## config.mk

```make
export PLATFORM = sky130hd
export DESIGN_NAME = fm_read_separator
export DESIGN_NICKNAME = d
export VERILOG_FILES = /design/src/rtl/fm_sep_pkg.sv /design/src/rtl/fm_pulse_sync.sv /design/src/rtl/fm_period_track.sv /design/src/rtl/fm_window_ctl.sv /design/src/rtl/fm_read_separator.sv
export SDC_FILE = /design/constraint.sdc
export NUM_CORES = 1
export LEC_CHECK = 0
export BUFFER_PORTS_ARGS = -buffer_cell sky130_fd_sc_hd__buf_2
export CORE_MARGIN = 1
export CORE_UTILIZATION = 47
export DETAILED_ROUTE_END_ITERATION = 8
export PLACE_DENSITY_LB_ADDON = 0.1
export SLEW_MARGIN = 40
export SYNTH_ARGS = -nofsm -noshare
export SYNTH_HDL_FRONTEND = slang
export SYNTH_HIERARCHICAL = 1
export SYNTH_SLANG_ARGS = --single-unit
export TNS_END_PERCENT = 5
```

## constraint.sdc

```tcl
create_clock -name clk_i -period 8.2 [get_ports clk_i]
set_clock_uncertainty 0.05 [all_clocks]
set_input_delay 1.64 -clock clk_i [delete_from_list [all_inputs] [get_ports clk_i]]
set_output_delay 1.64 -clock clk_i [all_outputs]
set_load 0.02 [all_outputs]
```

## src/rtl/fm_sep_pkg.sv

```systemverilog
package fm_sep_pkg;

    typedef enum logic [1:0] {
        EV_NONE  = 2'd0,
        EV_CLOCK = 2'd1,
        EV_DATA  = 2'd2
    } ev_kind_e;

endpackage

```

## src/rtl/fm_pulse_sync.sv

```systemverilog
module fm_pulse_sync #(
    parameter int SYNC_N = 2
) (
    input  logic clk_i,
    input  logic rst_i,
    input  logic pulse_i,
    output logic ev_o,
    output logic lvl_o
);
    typedef struct packed {
        logic [SYNC_N-1:0] sh;
        logic              prev;
    } sync_st_t;

    sync_st_t st_d, st_q;

    always_comb begin
        st_d      = st_q;
        st_d.sh   = {st_q.sh[SYNC_N-2:0], pulse_i};
        st_d.prev = st_q.sh[SYNC_N-1];
    end

    always_ff @(posedge clk_i) begin
        if (rst_i) st_q <= '0;
        else       st_q <= st_d;
    end

    assign lvl_o = st_q.sh[SYNC_N-1];
    assign ev_o  = st_q.sh[SYNC_N-1] & ~st_q.prev;

    AST_EV_SINGLE: assert property (@(posedge clk_i) disable iff (rst_i)
        ev_o |=> !ev_o);

endmodule

```

## src/rtl/fm_period_track.sv

```systemverilog
module fm_period_track #(
    parameter int CNT_W     = 8,
    parameter int PER_NOM   = 50,
    parameter int PER_MIN   = 30,
    parameter int PER_MAX   = 80,
    parameter int AVG_SHIFT = 3,
    parameter int MARGIN    = 4
) (
    input  logic             clk_i,
    input  logic             rst_i,
    input  logic             clk_evt_i,
    output logic [CNT_W-1:0] win_len_o
);
    localparam int W2 = CNT_W + 2;
    localparam logic signed [W2-1:0] MIN_S = W2'(PER_MIN);
    localparam logic signed [W2-1:0] MAX_S = W2'(PER_MAX);
    localparam logic [CNT_W-1:0]     NOM_C = CNT_W'(PER_NOM);
    localparam logic [CNT_W-1:0]     MRG_C = CNT_W'(MARGIN);

    typedef struct packed {
        logic [CNT_W-1:0] avg;
        logic [CNT_W-1:0] per_cnt;
        logic             have_prev;
    } trk_st_t;

    trk_st_t st_d, st_q;
    logic signed [W2-1:0] diff, step, nxt;

    always_comb begin
        st_d = st_q;
        diff = $signed({2'b00, st_q.per_cnt}) - $signed({2'b00, st_q.avg});
        step = diff >>> AVG_SHIFT;
        nxt  = $signed({2'b00, st_q.avg}) + step;

        if (st_q.per_cnt != '1) st_d.per_cnt = st_q.per_cnt + 1'b1;

        if (clk_evt_i) begin
            if (st_q.have_prev) begin
                if (nxt < MIN_S)      st_d.avg = CNT_W'(PER_MIN);
                else if (nxt > MAX_S) st_d.avg = CNT_W'(PER_MAX);
                else                  st_d.avg = nxt[CNT_W-1:0];
            end
            st_d.per_cnt   = CNT_W'(1);
            st_d.have_prev = 1'b1;
        end
    end

    always_ff @(posedge clk_i) begin
        if (rst_i) begin
            st_q.avg       <= NOM_C;
            st_q.per_cnt   <= '0;
            st_q.have_prev <= 1'b0;
        end else begin
            st_q <= st_d;
        end
    end

    assign win_len_o = (st_q.avg >> 1) + MRG_C;

    AST_AVG_RANGE: assert property (@(posedge clk_i) disable iff (rst_i)
        (st_q.avg >= CNT_W'(PER_MIN)) && (st_q.avg <= CNT_W'(PER_MAX)));
    AST_AVG_QUIET: assert property (@(posedge clk_i) disable iff (rst_i)
        !clk_evt_i |=> $stable(st_q.avg));

endmodule

```

## src/rtl/fm_window_ctl.sv

```systemverilog
module fm_window_ctl
    import fm_sep_pkg::*;
#(
    parameter int CNT_W    = 8,
    parameter int ZERO_EXT = 8
) (
    input  logic             clk_i,
    input  logic             rst_i,
    input  logic             ev_i,
    input  logic             lvl_i,
    input  logic [CNT_W-1:0] win_len_i,
    output logic             clk_evt_o,
    output logic             rd_clk_o,
    output logic             rd_data_o,
    output logic             bit_vld_o,
    output logic             bit_val_o
);
    localparam logic [CNT_W-1:0] EXT_C = CNT_W'(ZERO_EXT);

    typedef struct packed {
        logic             open;
        logic [CNT_W-1:0] age;
        logic [CNT_W-1:0] limit;
        logic             hold;
        logic             got_one;
        logic             one_flag;
        logic             rd_clk;
        logic             rd_data;
        logic             bit_vld;
        logic             bit_val;
    } win_st_t;

    win_st_t  st_d, st_q;
    ev_kind_e kind;
    logic     expired;

    always_comb begin
        st_d         = st_q;
        st_d.rd_clk  = 1'b0;
        st_d.rd_data = 1'b0;
        st_d.bit_vld = 1'b0;
        st_d.hold    = st_q.hold & lvl_i;
        expired      = st_q.open && (st_q.age >= st_q.limit);

        kind = EV_NONE;
        if (ev_i) kind = (st_q.open && !expired) ? EV_DATA : EV_CLOCK;

        if (st_q.open && (st_q.age != '1)) st_d.age = st_q.age + 1'b1;

        case (kind)
            EV_CLOCK: begin
                if (st_q.open) begin
                    st_d.bit_vld = 1'b1;
                    st_d.bit_val = st_q.got_one;
                end
                st_d.open     = 1'b1;
                st_d.age      = CNT_W'(1);
                st_d.limit    = win_len_i + (st_q.one_flag ? '0 : EXT_C);
                st_d.one_flag = 1'b0;
                st_d.got_one  = 1'b0;
                st_d.hold     = 1'b0;
                st_d.rd_clk   = 1'b1;
            end
            EV_DATA: begin
                st_d.got_one  = 1'b1;
                st_d.hold     = 1'b1;
                st_d.one_flag = 1'b1;
                st_d.rd_data  = 1'b1;
            end
            default: begin
                if (expired && !(st_q.hold && lvl_i)) begin
                    st_d.open    = 1'b0;
                    st_d.bit_vld = 1'b1;
                    st_d.bit_val = st_q.got_one;
                end
            end
        endcase
    end

    always_ff @(posedge clk_i) begin
        if (rst_i) begin
            st_q          <= '0;
            st_q.one_flag <= 1'b1;
        end else begin
            st_q <= st_d;
        end
    end

    assign clk_evt_o = (kind == EV_CLOCK);
    assign rd_clk_o  = st_q.rd_clk;
    assign rd_data_o = st_q.rd_data;
    assign bit_vld_o = st_q.bit_vld;
    assign bit_val_o = st_q.bit_val;

    AST_CLK_OPENS: assert property (@(posedge clk_i) disable iff (rst_i)
        st_q.rd_clk |-> (st_q.open && st_q.age == CNT_W'(1)));
    AST_DATA_IN_WINDOW: assert property (@(posedge clk_i) disable iff (rst_i)
        st_q.rd_data |-> (st_q.open && st_q.got_one));
    AST_STROBE_EXCL: assert property (@(posedge clk_i) disable iff (rst_i)
        $onehot0({st_q.rd_clk, st_q.rd_data}));
    AST_CLOSE_AT_LIMIT: assert property (@(posedge clk_i) disable iff (rst_i)
        $fell(st_q.open) |-> ($past(st_q.age) >= $past(st_q.limit)));
    AST_HOLD_OPEN: assert property (@(posedge clk_i) disable iff (rst_i)
        (st_q.open && st_q.hold && lvl_i && !ev_i) |=> st_q.open);

endmodule

```

## src/rtl/fm_read_separator.sv

```systemverilog
module fm_read_separator #(
    parameter int SYNC_N    = 2,
    parameter int CNT_W     = 8,
    parameter int PER_NOM   = 50,
    parameter int PER_MIN   = 30,
    parameter int PER_MAX   = 80,
    parameter int AVG_SHIFT = 3,
    parameter int MARGIN    = 4,
    parameter int ZERO_EXT  = 8
) (
    input  logic clk_i,
    input  logic rst_i,
    input  logic pulse_i,
    output logic rd_clk_o,
    output logic rd_data_o,
    output logic bit_vld_o,
    output logic bit_val_o
);
    logic             ev, lvl, clk_evt;
    logic [CNT_W-1:0] win_len;

    fm_pulse_sync #(.SYNC_N(SYNC_N)) u_sync (
        .clk_i  (clk_i),
        .rst_i  (rst_i),
        .pulse_i(pulse_i),
        .ev_o   (ev),
        .lvl_o  (lvl)
    );

    fm_period_track #(
        .CNT_W(CNT_W), .PER_NOM(PER_NOM), .PER_MIN(PER_MIN),
        .PER_MAX(PER_MAX), .AVG_SHIFT(AVG_SHIFT), .MARGIN(MARGIN)
    ) u_track (
        .clk_i    (clk_i),
        .rst_i    (rst_i),
        .clk_evt_i(clk_evt),
        .win_len_o(win_len)
    );

    fm_window_ctl #(.CNT_W(CNT_W), .ZERO_EXT(ZERO_EXT)) u_win (
        .clk_i    (clk_i),
        .rst_i    (rst_i),
        .ev_i     (ev),
        .lvl_i    (lvl),
        .win_len_i(win_len),
        .clk_evt_o(clk_evt),
        .rd_clk_o (rd_clk_o),
        .rd_data_o(rd_data_o),
        .bit_vld_o(bit_vld_o),
        .bit_val_o(bit_val_o)
    );

endmodule

```

==> reports/metrics.json, run 1 <==
{
  "synth": {
    "synth_area_per_cell_um2": 8.570,
    "synth_flop_cell": "dfxtp_1",
    "synth_sequential_area_ratio": 0.2979,
    "yosys_warnings": 6,
    "post_synth_main_area_contributors": "dfxtp_1, ha_1, nand3_1, a21oi_1, nor2_1",
    "synth_commonest_cells": "dfxtp_1, nor2_1, ha_1, inv_1, nand3_1",
    "synthCells": 345,
    "ys_types": 57,
    "synth_fp_nets": 378,
    "synth_largest_type_area_fraction": 0.2979,
    "leading_area_contributor_after_synthesis": "dfxtp_1",
    "synth-edff-count": 0,
    "post-synth-top-count-cell": "dfxtp_1",
    "synth.cell_area_um2": 2957,
    "synth-async-reset-ratio": 0,
    "synth-seq-cells": 44
  },
  "worst_setup_path": {
    "worst_setup_sp_type": "flop",
    "worst_path_max_delay_cell": "dfxtp_1",
    "sequence_of_cells_on_the_critical_path": "inv_1, ha_1, a21o_1, o311a_4, o21a_1, o21a_1, nor2_1, xnor2_1, ha_1, a21oi_1, o221ai_1, a211oi_2, o21ba_1, o21ai_0, nand3_1, a221oi_1",
    "critPathCaptureType": "flop",
    "arrival_ns": 4.04,
    "critical-path-top-delay-family": "compound AO/OA/AOI/OAI gates",
    "sum_of_buffers_and_inverters_on_the_critical_path": 1,
    "cpPeakStageDelay_ns": 0.38,
    "timing.setup.critical_path_class": "flop to flop",
    "required_ns": 8.35,
    "critical_path_peak_fanout": 6
  },
  "die": {
    "initial_core_util": 0.4935,
    "design.portCount": 7,
    "die_x_um": 81.32,
    "dieHeight_um": 81.32,
    "dieArea_um2": 6612,
    "rows": 28,
    "core-area_um2": 5991
  },
  "cts": {
    "clkSinkCount": 44,
    "post_cts_resized": 0,
    "post_cts_repair_timing_setup_buffer_count": 0,
    "cts-buffers-inserted": 5,
    "clkSlewWorstSetupHoldPaths_ns": 0.09,
    "cts_root_buf": "clkbuf_8",
    "clock_tree.htree_level_count": 2,
    "cts_max_path_buffers": 2,
    "insertion_delay_ns": 0.30,
    "tritoncts": "built",
    "postCtsHoldBufs": 0
  },
  "finish": {
    "nets": 379,
    "fill_cells": 585,
    "finish.cell_count_without_fillers": 422,
    "regArea_um2": 880.8,
    "drive_gt1_frac": 0.09798,
    "layout-area-overhead-vs-synth_pct": 6.052,
    "antenna-diode-count": 0,
    "multi_input_comb_area_um2": 1918
  },
  "routing": {
    "avgViaCountPerCell": 5.597,
    "vias": 2362,
    "drt-initial-drc-count": 77,
    "route.detailed.wl_per_inst_um": 14.27,
    "antenna_violating_nets_post_route": 0,
    "post_detailed_route_drc_marker_count": 0,
    "drt_first_pass_iters": 4,
    "finalWirelength_um": 6021
  },
  "placement": {
    "buffer_ports.inserted": 6,
    "placed_cells": 414,
    "dp_worst_slack_ns": 4.332,
    "gp_congestion": 0.9421,
    "dpl.hpwl_um": 4568
  },
  "global_route": {
    "grt_util_all_layers": 0.1990,
    "first_global_vias": 2136,
    "antenna_found_initial": 0,
    "grt_first_pass_wirelength_um": 10050,
    "largest_net_degree_at_the_start_of_global_routing": 39,
    "overflow": 0
  },
  "worst_hold_path": {
    "worstHoldPathType": "flop to flop"
  },
  "run": {
    "max_cap_violations": 0
  },
  "sta": {
    "final_critical_path_setup_slack_ns": 4.313,
    "tns_ns": 0,
    "clock.fmax_ghz": 0.2573,
    "grt_setup_unrepaired": "no",
    "timing.max_slew.rel_slack": 0.4955,
    "final_period_minus_worst_setup_slack_ns": 3.887,
    "hold_viol_final": 0,
    "hold_slack_ns": 0.3869,
    "final-setup-viol-count": 0,
    "max_slew.worst_pin.slew_ns": 0.7568,
    "share_of_the_clock_period_used_by_the_worst_path_after_layout": 0.4740,
    "timing.final.max_slew_violations": 0
  },
  "power_and_ir_drop": {
    "maximum_resistive_drop_on_vdd_mv": 0.08150,
    "cellPowerDensity_nw_per_um2": 142.1,
    "finalPower_mw": 0.4455,
    "share_seq_of_total_power": 0.502,
    "internal_power_contribution_mw": 0.3310,
    "netSwitchingPower_mw": 0.1145,
    "power_frac_clock": 0.378,
    "switching_share": 0.2569,
    "power.static_leakage_nw": 1.251,
    "power.share.combinational": 0.119
  },
  "status": {
    "run_status": "completed"
  }
}
power groups by stage:
stage	Clock (mW)	Combinational [mW]	Sequential, mW
after floorplan	0	0.0428	0.227
after global placement	0	0.0526	0.229
after detailed placement	0	0.0528	0.229
after CTS	0.173	0.0531	0.224
after global routing	0.181	0.0601	0.225
final	0.169	0.0531	0.224
worst reg2reg max path: cells and delay by family (launching register included):
family                     cells  cell delay [ns]
AOI/OAI and AO/OA             10             2.34
adders and majority gates      2             0.59
DFF                            1             0.38
and+or+nand+nor                2             0.20
xor gates and xnor gates       1             0.13
buffers and inverters          1             0.10
metal layers:
| metal | part of all wire | vias up | GRT usage |
|---|---|---|---|
| met1 | 0.50 | 1088 | 0.2607 |
| met5 | 0 | - | 0 |
| met3 | 0.022 | 6 | 0.03258 |
| met2 | 0.46 | 27 | 0.3233 |
| li1 | - | 1241 | - |
| met4 | 0.012 | 0 | 0.07679 |
sequential cells by signal (all words and copies together), names as in the netlist:
signal and count:
u_win/bit_vld_o 1, u_track/st_q 17, u_sync/st_d 1, u_win/rd_data_o 1, u_win/bit_val_o 1, u_sync/lvl_o 1
u_win/rd_clk_o 1, u_win/st_q 20, u_sync/st_q 1
cell type report:
class,count,share of cell area
Multi-Input combinational cell,262,0.6117
Sequential cell,44,0.2809
Inverter,27,0.03232
Tap cell,75,0.02993
Clock buffer,5,0.02195
Clock inverter,3,0.01357
Timing Repair Buffer,6,0.009577
final timing paths:
path	depth (start not counted)	from	slack, ns	to
hold reg to reg	1	u_sync/st_d[2]$_SDFF_PP0_	0.39	u_sync/lvl_o$_SDFF_PP0_
hold / removal	1	u_sync/st_d[2]$_SDFF_PP0_	0.39	u_sync/lvl_o$_SDFF_PP0_
setup reg to reg	16	u_track/st_q[10]$_SDFFE_PP1P_	4.31	u_track/st_q[12]$_SDFFE_PP0P_
setup / recovery	16	u_track/st_q[10]$_SDFFE_PP1P_	4.31	u_track/st_q[12]$_SDFFE_PP0P_
placed cells by master (no fill, tap or decap), types with 2 or more instances in the layout:
cell type,netlist,layout
dfxtp_1,44,44
buf_2,1,6
a211oi_1,6,6
nand2b_1,8,8
o21ai_0,13,13
xnor2_1,10,10
nand2_1,19,19
o21a_1,3,3
a221oi_1,2,2
a21o_2,2,2
nor4_4,2,2
nor2b_1,3,3
or3b_1,2,2
xor2_1,11,11
and3_1,7,7
o31ai_1,3,3
a2111oi_4,2,2
nand3_1,25,25
mux2i_1,5,5
nand3b_1,2,2
clkbuf_8,0,5
o311a_4,2,2
nand4_1,5,5
inv_1,27,27
ha_1,29,29
a21oi_1,24,24
a21oi_2,2,2
a21o_1,3,3
nor2_1,32,32
a31oi_1,2,2
nor3_1,14,14
metrics by stage:
stage	utilization	instance area, µm²
floorplan	-	2957
global placement	0.5040	3019
detailed placement	0.5040	3019
CTS	0.5226	3131
global route	0.5234	3136
finish	0.5234	3136
logic make-up after synthesis:
group,after synthesis,share of synthesized area
compound gates,79,0.2099
xor+xnor,21,0.06221
fa+ha+maj,30,0.1295
buf+inv,39,0.05501
flops,44,0.2979
mux,5,0.01693
simple gates,127,0.2285
Power figures use the tool's default switching activity.
==> run 2, diff against run 1 <==
clock period = 3.86 ns   (was 8.2 ns; I/O delays follow)
==> reports/metrics.json, run 2 (synthesis results as in run 1) <==
{
  "routing": {
    "finalWirelength": {"value": 6145, "unit": "µm", "change": "+2.1%"},
    "vias": {"value": 2379, "change": "+0.72%"},
    "drt-initial-drc-count": {"value": 68, "change": "-12%"},
    "antenna_violating_nets_post_route": {"value": 0, "change": "unchanged"},
    "route.detailed.wl_per_inst": {"value": 14.26, "unit": "µm", "change": "about the same"},
    "avgViaCountPerCell": {"value": 5.520, "change": "-1.4%"},
    "drt_first_pass_iters": {"value": 7, "change": "+3"},
    "post_detailed_route_drc_marker_count": {"value": 0, "change": "unchanged"}
  },
  "worst_setup_path": {
    "arrival": {"value": 3.79, "unit": "ns", "change": "-0.25 ns"},
    "critical_path_peak_fanout": {"value": 4, "change": "-2"},
    "required": {"value": 4.02, "unit": "ns", "change": "-4.33 ns"},
    "critPathCaptureType": "flop",
    "cpPeakStageDelay": {"value": 0.40, "unit": "ns", "change": "+0.02 ns"},
    "worst_path_max_delay_cell": "ha_1",
    "critical-path-top-delay-family": "compound AO/OA/AOI/OAI gates",
    "reg2reg_slack": {"value": 0.23, "unit": "ns", "change": "-4.08 ns"},
    "timing.setup.critical_path_class": "flop to flop",
    "sequence_of_cells_on_the_critical_path": "inv_1, ha_1, a21o_1, o311a_4, o21a_1, o21a_1, nor2_2, xnor2_1, ha_1, nand2_2, o31a_1, xnor2_2, o21ba_4, o21ai_0, nand3_1, a221oi_2",
    "worst_setup_sp_type": "flop",
    "sum_of_buffers_and_inverters_on_the_critical_path": {"value": 1, "change": "unchanged"}
  },
  "power_and_ir_drop": {
    "maximum_resistive_drop_on_vdd": {"value": 0.1608, "unit": "mV", "change": "+97%"},
    "share_seq_of_total_power": {"value": 0.504, "change": "+0.002"},
    "power_frac_clock": {"value": 0.371, "change": "-0.007"},
    "power.static_leakage": {"value": 1.290, "unit": "nW", "change": "+3.2%"},
    "cellPowerDensity": {"value": 288.8, "unit": "nW/µm²", "change": "+100%"},
    "netSwitchingPower": {"value": 0.2368, "unit": "mW", "change": "+110%"},
    "switching_share": {"value": 0.2511, "change": "-0.005790"},
    "internal_power_contribution": {"value": 0.7060, "unit": "mW", "change": "+110%"},
    "power.share.combinational": {"value": 0.125, "change": "+0.006"}
  },
  "global_route": {
    "antenna_found_initial": {"value": 0, "change": "unchanged"},
    "first_global_vias": {"value": 2230, "change": "+4.4%"},
    "grt_util_all_layers": {"value": 0.2012, "change": "+0.002212"},
    "overflow": {"value": 0, "change": "unchanged"},
    "largest_net_degree_at_the_start_of_global_routing": {"value": 28, "change": "-28%"},
    "grt_first_pass_wirelength": {"value": 10180, "unit": "µm", "change": "+1.2%"}
  },
  "sta": {
    "timing.max_slew.rel_slack": {"value": 0.5187, "change": "+0.02324"},
    "max_slew.worst_pin.slew": {"value": 0.7208, "unit": "ns", "change": "-0.03602 ns"},
    "clock.fmax": {"value": 0.2758, "unit": "GHz", "change": "+7.2%"},
    "timing.final.max_slew_violations": {"value": 0, "change": "unchanged"},
    "share_of_the_clock_period_used_by_the_worst_path_after_layout": {"value": 0.9393, "change": "+0.4653"},
    "hold_slack": {"value": 0.3921, "unit": "ns", "change": "+0.005132 ns"},
    "final-setup-viol-count": {"value": 0, "change": "unchanged"},
    "final_period_minus_worst_setup_slack": {"value": 3.626, "unit": "ns", "change": "-0.2612 ns"},
    "hold_viol_final": {"value": 0, "change": "unchanged"},
    "grt_setup_unrepaired": "yes"
  },
  "finish": {
    "finish.cell_count_without_fillers": {"value": 431, "change": "+2.1%"},
    "layout.cells.most_common_list": "dfxtp_1, nor2_1, ha_1",
    "layout_commonest_cell": "dfxtp_1",
    "nets": {"value": 388, "change": "+2.4%"},
    "largest_register_ffs": {"value": 20, "change": "unchanged"},
    "largest-register": "u_win/st_q",
    "antenna-diode-count": {"value": 0, "change": "unchanged"},
    "layout-area-overhead-vs-synth_pct": 10.41,
    "layout_utilization": {"value": 0.5449, "change": "+0.02151"},
    "drive_gt1_frac": {"value": 0.1545, "change": "+0.05651"},
    "largestRegisters": "u_win/st_q: 20 flops, u_track/st_q: 17 flops",
    "stdcell_area": {"value": 3264, "unit": "µm²", "change": "+4.1%"}
  },
  "worst_hold_path": {
    "worstHoldPathType": "flop to flop"
  },
  "cts": {
    "cts_root_buf": "clkbuf_8",
    "clock_tree.htree_level_count": {"value": 2, "change": "unchanged"},
    "cts-buffers-inserted": {"value": 5, "change": "unchanged"},
    "cts_max_path_buffers": {"value": 2, "change": "unchanged"},
    "tritoncts": "built",
    "clkSinkCount": {"value": 44, "change": "unchanged"},
    "insertion_delay": {"value": 0.30, "unit": "ns", "change": "about the same"},
    "clkSlewWorstSetupHoldPaths": {"value": 0.08, "unit": "ns", "change": "about the same"}
  },
  "die": {
    "design.portCount": {"value": 7, "change": "unchanged"},
    "rows": {"value": 28, "change": "unchanged"},
    "initial_core_util": {"value": 0.4935, "change": "unchanged"},
    "core-area": {"value": 5991, "unit": "µm²", "change": "unchanged"},
    "die_x": {"value": 81.32, "unit": "µm", "change": "unchanged"},
    "dieHeight": {"value": 81.32, "unit": "µm", "change": "unchanged"},
    "dieArea": {"value": 6612, "unit": "µm²", "change": "unchanged"}
  },
  "placement": {
    "placement.cell_area": {"value": 3057, "unit": "µm²", "change": "+1.2%"},
    "placed_cells": {"value": 419, "change": "+1.2%"},
    "dpl.hpwl": {"value": 4662, "unit": "µm", "change": "+2.1%"},
    "buffer_ports.inserted": {"value": 6, "change": "unchanged"},
    "gp_congestion": {"value": 0.8893, "change": "-5.6%"}
  },
  "run": {
    "max_cap_violations": {"value": 0, "change": "unchanged"}
  },
  "status": {
    "run_status": "completed"
  }
}
-- run 2: changes by cell type in the layout (fill, tap and decap cells not counted), moves of 2 or more --
| cell | delta |
|---|---|
| a221oi_2 | +2 |
| xnor2_1 | -2 |
| buf_4 | +9 |
| dfxtp_1 | -2 |
| xnor2_2 | +2 |
| a221oi_1 | -2 |
| dfxtp_2 | +2 |
-- run 2: power groups by stage --
stage	logic (mW)	clock network [mW]	registers [mW]
finish	0.118	0.350	0.475
global route	0.135	0.380	0.478
CTS	0.114	0.363	0.475
detailed placement	0.113	0	0.486
global placement	0.114	0	0.486
floorplan	0.0910	0	0.483
-- run 2: cell type report --
| cell class | instances | area, µm² |
|---|---|---|
| clock buffer | 5 | 68.82 |
| clock inverter | 3 | 42.54 |
| fill | 603 | 2726 |
| inverter | 27 | 101.3 |
| multi-input combinational | 262 | 1977 |
| sequential | 44 | 883.3 |
| tap | 75 | 93.84 |
| timing repair buffer | 15 | 97.59 |
-- run 2: final timing paths --
| kind | from | endpoint | cells past startpoint |
|---|---|---|---|
| hold reg to reg | u_sync/st_d[2]$_SDFF_PP0_ | u_sync/lvl_o$_SDFF_PP0_ | 1 |
| hold / removal | u_sync/st_d[2]$_SDFF_PP0_ | u_sync/lvl_o$_SDFF_PP0_ | 1 |
| setup reg to reg | u_track/st_q[10]$_SDFFE_PP1P_ | u_track/st_q[12]$_SDFFE_PP0P_ | 16 |
| setup / recovery | u_track/st_q[10]$_SDFFE_PP1P_ | u_track/st_q[12]$_SDFFE_PP0P_ | 16 |
-- run 2: per-layer routing --
layer / vias to the layer above / wire (µm) / GRT usage
met5: - / 0 / 0
met1: 1103 / 2976 / 0.2473
met3: 5 / 107 / 0.03146
met4: 0 / 72 / 0.06964
met2: 17 / 2989 / 0.3517
li1: 1254 / - / -
-- run 2: through the flow --
stage / TNS, ns / total power, mW / setup WS (ns)
3_3_place_gp: 0 / 0.5996 / 0.2234
3_5_place_dp: 0 / 0.5992 / 0.1517
6_report: 0 / 0.9428 / 0.2342
4_1_cts: 0 / 0.9523 / 0.1274
2_1_floorplan: 0 / 0.5740 / 0.3376
5_1_grt: -0.04666 / 0.9927 / -0.02771
-- run 2: timing repair --
| action | 4_1_cts | 5_1_grt |
|---|---|---|
| resized for setup | 0 | 15 |
| buffers inserted | 0 | 4 |
| endpoints found under the setup margin | 0 | 7 |
| hold buffers | 0 | 0 |
==> run 3, diff against run 2 <==
clock period = 3.4 ns   (was 3.86 ns; I/O delays follow)
==> reports/metrics.json, run 3 (synthesis results as in run 1) <==
{
  "global_route": {
    "antenna_found_initial": {"value": 0, "change": "unchanged"},
    "first_global_vias": {"value": 2339, "change": "+4.9%"},
    "grt_first_pass_wirelength": {"value": 10700, "unit": "µm", "change": "+5.1%"},
    "grt_util_all_layers": {"value": 0.2104, "change": "+0.009176"},
    "overflow": {"value": 0, "change": "unchanged"},
    "largest_net_degree_at_the_start_of_global_routing": {"value": 25, "change": "-11%"}
  },
  "finish": {
    "drive_gt1_frac": {"value": 0.2296, "change": "+0.07506"},
    "largest_register_ffs": {"value": 20, "change": "unchanged"},
    "largestRegisters": "u_win/st_q: 20 flops, u_track/st_q: 17 flops",
    "layout_commonest_cell": "dfxtp_1",
    "largest-register": "u_win/st_q",
    "antenna-diode-count": {"value": 0, "change": "unchanged"},
    "fill_cells": {"value": 576, "change": "-4.5%"},
    "finish.cell_count_without_fillers": {"value": 454, "change": "+5.3%"},
    "layout.cells.most_common_list": "dfxtp_1, buf_4, nor2_1",
    "layout_utilization": {"value": 0.5873, "change": "+0.04240"},
    "nets": {"value": 411, "change": "+5.9%"},
    "layout-area-overhead-vs-synth_pct": 19.00
  },
  "sta": {
    "max_slew.worst_pin.slew": {"value": 0.5676, "unit": "ns", "change": "-0.1532 ns"},
    "final-setup-viol-count": {"value": 6, "change": "+6"},
    "final_critical_path_setup_slack": {"value": -0.02925, "unit": "ns", "change": "-0.2634 ns"},
    "share_of_the_clock_period_used_by_the_worst_path_after_layout": {"value": 1.009, "change": "+0.06927"},
    "timing.max_slew.rel_slack": {"value": 0.6207, "change": "+0.1020"},
    "hold_viol_final": {"value": 0, "change": "unchanged"},
    "clock.fmax": {"value": 0.2916, "unit": "GHz", "change": "+5.7%"},
    "grt_setup_unrepaired": "yes",
    "timing.final.max_slew_violations": {"value": 0, "change": "unchanged"},
    "final_period_minus_worst_setup_slack": {"value": 3.429, "unit": "ns", "change": "-0.1966 ns"},
    "hold_slack": {"value": 0.3919, "unit": "ns", "change": "-0.0001110 ns"}
  },
  "worst_setup_path": {
    "critical-path-top-cell-by-count": "o21a_1",
    "worst_setup_sp_type": "flop",
    "critical-path-top-delay-family": "compound AO/OA/AOI/OAI gates",
    "cpPeakStageDelay": {"value": 0.35, "unit": "ns", "change": "-0.05 ns"},
    "r2r.worst_path.cells": {"value": 15, "change": "-1"},
    "critical_path_peak_fanout": {"value": 4, "change": "unchanged"},
    "sum_of_buffers_and_inverters_on_the_critical_path": {"value": 1, "change": "unchanged"},
    "reg2reg_slack": {"value": -0.03, "unit": "ns", "change": "-0.26 ns"},
    "required": {"value": 3.54, "unit": "ns", "change": "-0.48 ns"},
    "sequence_of_cells_on_the_critical_path": "inv_2, ha_4, a21o_1, o311a_4, o21a_1, o21a_1, nor2_2, xnor2_1, ha_2, and3_1, a221o_1, a21oi_4, xnor2_2, nand3_1, a32o_1",
    "crit-reg2reg-launch": "u_track/st_q[10]$_SDFFE_PP1P_",
    "timing.setup.critical_path_class": "flop to flop",
    "timing.rr.end": "u_track/st_q[15]$_SDFFE_PP0P_",
    "worst_path_max_delay_cell": "a221o_1",
    "arrival": {"value": 3.57, "unit": "ns", "change": "-0.22 ns"},
    "critPathCaptureType": "flop"
  },
  "routing": {
    "post_detailed_route_drc_marker_count": {"value": 0, "change": "unchanged"},
    "drt_first_pass_iters": {"value": 4, "change": "-3"},
    "vias": {"value": 2497, "change": "+5.0%"},
    "antenna_violating_nets_post_route": {"value": 0, "change": "unchanged"},
    "drt-initial-drc-count": {"value": 70, "change": "+2.9%"},
    "finalWirelength": {"value": 6558, "unit": "µm", "change": "+6.7%"},
    "avgViaCountPerCell": {"value": 5.500, "change": "-0.36%"},
    "route.detailed.wl_per_inst": {"value": 14.44, "unit": "µm", "change": "+1.3%"}
  },
  "placement": {
    "dpl.hpwl": {"value": 5000, "unit": "µm", "change": "+7.3%"},
    "gp_congestion": {"value": 0.8189, "change": "-7.9%"},
    "buffer_ports.inserted": {"value": 6, "change": "unchanged"},
    "placed_cells": {"value": 444, "change": "+6.0%"}
  },
  "worst_hold_path": {
    "hold_path_depth": {"value": 1, "change": "unchanged"},
    "worstHoldPathType": "flop to flop",
    "hold_path_end": "u_sync/lvl_o$_SDFF_PP0_",
    "min_from": "u_sync/st_d[2]$_SDFF_PP0_"
  },
  "die": {
    "die_x": {"value": 81.32, "unit": "µm", "change": "unchanged"},
    "dieArea": {"value": 6612, "unit": "µm²", "change": "unchanged"},
    "design.portCount": {"value": 7, "change": "unchanged"},
    "core-area": {"value": 5991, "unit": "µm²", "change": "unchanged"},
    "dieHeight": {"value": 81.32, "unit": "µm", "change": "unchanged"},
    "initial_core_util": {"value": 0.4935, "change": "unchanged"},
    "rows": {"value": 28, "change": "unchanged"}
  },
  "cts": {
    "tritoncts": "built",
    "cts_max_path_buffers": {"value": 2, "change": "unchanged"},
    "clkSinkCount": {"value": 44, "change": "unchanged"},
    "cts_root_buf": "clkbuf_8",
    "insertion_delay": {"value": 0.29, "unit": "ns", "change": "about the same"},
    "clock_tree.htree_level_count": {"value": 2, "change": "unchanged"},
    "clkSlewWorstSetupHoldPaths": {"value": 0.09, "unit": "ns", "change": "about the same"},
    "cts-buffers-inserted": {"value": 5, "change": "unchanged"}
  },
  "power_and_ir_drop": {
    "power.static_leakage": {"value": 1.419, "unit": "nW", "change": "+10%"},
    "maximum_resistive_drop_on_vdd": {"value": 0.1807, "unit": "mV", "change": "+12%"},
    "finalPower": {"value": 1.098, "unit": "mW", "change": "+16%"},
    "cellPowerDensity": {"value": 312.1, "unit": "nW/µm²", "change": "+8.1%"}
  },
  "run": {
    "max_cap_violations": {"value": 0, "change": "unchanged"}
  },
  "status": {
    "violations": "negative setup slack",
    "run_status": "complete, but fails checks"
  }
}
## run 3: changes by cell type in the layout (fill, tap and decap cells not counted), moves of 2 or more
cell and change:
ha_2 +2, o21ai_0 -2, o21ai_1 +2, a21oi_4 +2, buf_4 +23, ha_1 -3
## run 3: final cells by class
type                       instances  area, µm²  area share
clock buffer                       5      68.82     0.01956
clock inverter                     3      46.29     0.01316
inverter                          27      101.3     0.02881
multi-input combinational        262       2054      0.5839
sequential                        44      883.3      0.2511
tap                               75      93.84     0.02667
timing repair buffer              38      270.3     0.07681
## run 3: how the worst max path moves through the flow
stage | start | endpoint | slack (ns) | cells past startpoint
2_1_floorplan | u_track/st_q[10]$_SDFFE_PP1P_ | u_track/st_q[11]$_SDFFE_PP0P_ | -0.03 | 16
3_3_place_gp | u_track/st_q[10]$_SDFFE_PP1P_ | u_track/st_q[11]$_SDFFE_PP0P_ | -0.09 | 17
3_5_place_dp | u_track/st_q[10]$_SDFFE_PP1P_ | u_track/st_q[12]$_SDFFE_PP0P_ | -0.11 | 16
4_1_cts | u_track/st_q[10]$_SDFFE_PP1P_ | u_track/st_q[9]$_SDFFE_PP0P_ | -0.04 | 15
5_1_grt | u_track/st_q[10]$_SDFFE_PP1P_ | u_track/st_q[12]$_SDFFE_PP0P_ | -0.21 | 15
6_report | u_track/st_q[10]$_SDFFE_PP1P_ | u_track/st_q[15]$_SDFFE_PP0P_ | -0.03 | 15
## run 3: metal layers
metal	GRT usage	routed length (µm)	vias to the layer above
li1	-	-	1310
met1	0.2547	3059	1159
met2	0.3817	3351	22
met3	0.03371	97	6
met4	0.05179	49	0
met5	0	0	-
## run 3: report_power, final
group | total, mW | leakage [nW] | switching (mW) | internal [mW]
logic | 0.151 | 1.01 | 0.0851 | 0.0662
registers | 0.538 | 0.357 | 0.00938 | 0.528
clock network | 0.409 | 0.0548 | 0.188 | 0.221
total | 1.10 | 1.42 | 0.282 | 0.816
## run 3: what timing repair did
action / 4_1_cts / 5_1_grt
hold endpoints to repair: 0 / 0
endpoints found under the setup margin: 7 / 7
hold buffers: 0 / 0
pin swaps: 6 / 13
buffers inserted: 2 / 0
resized for setup: 5 / 17
## run 3: through the flow
stage                     worst slack, ns  cell area [µm²]   TNS, ns
final                            -0.02925             3518  -0.06139
after global routing              -0.2098             3518    -1.192
after CTS                        -0.03832             3425   -0.1202
after detailed placement          -0.1144             3259   -0.5141
after global placement           -0.08556             3259   -0.2894
after floorplan                  -0.02616             2972  -0.05228
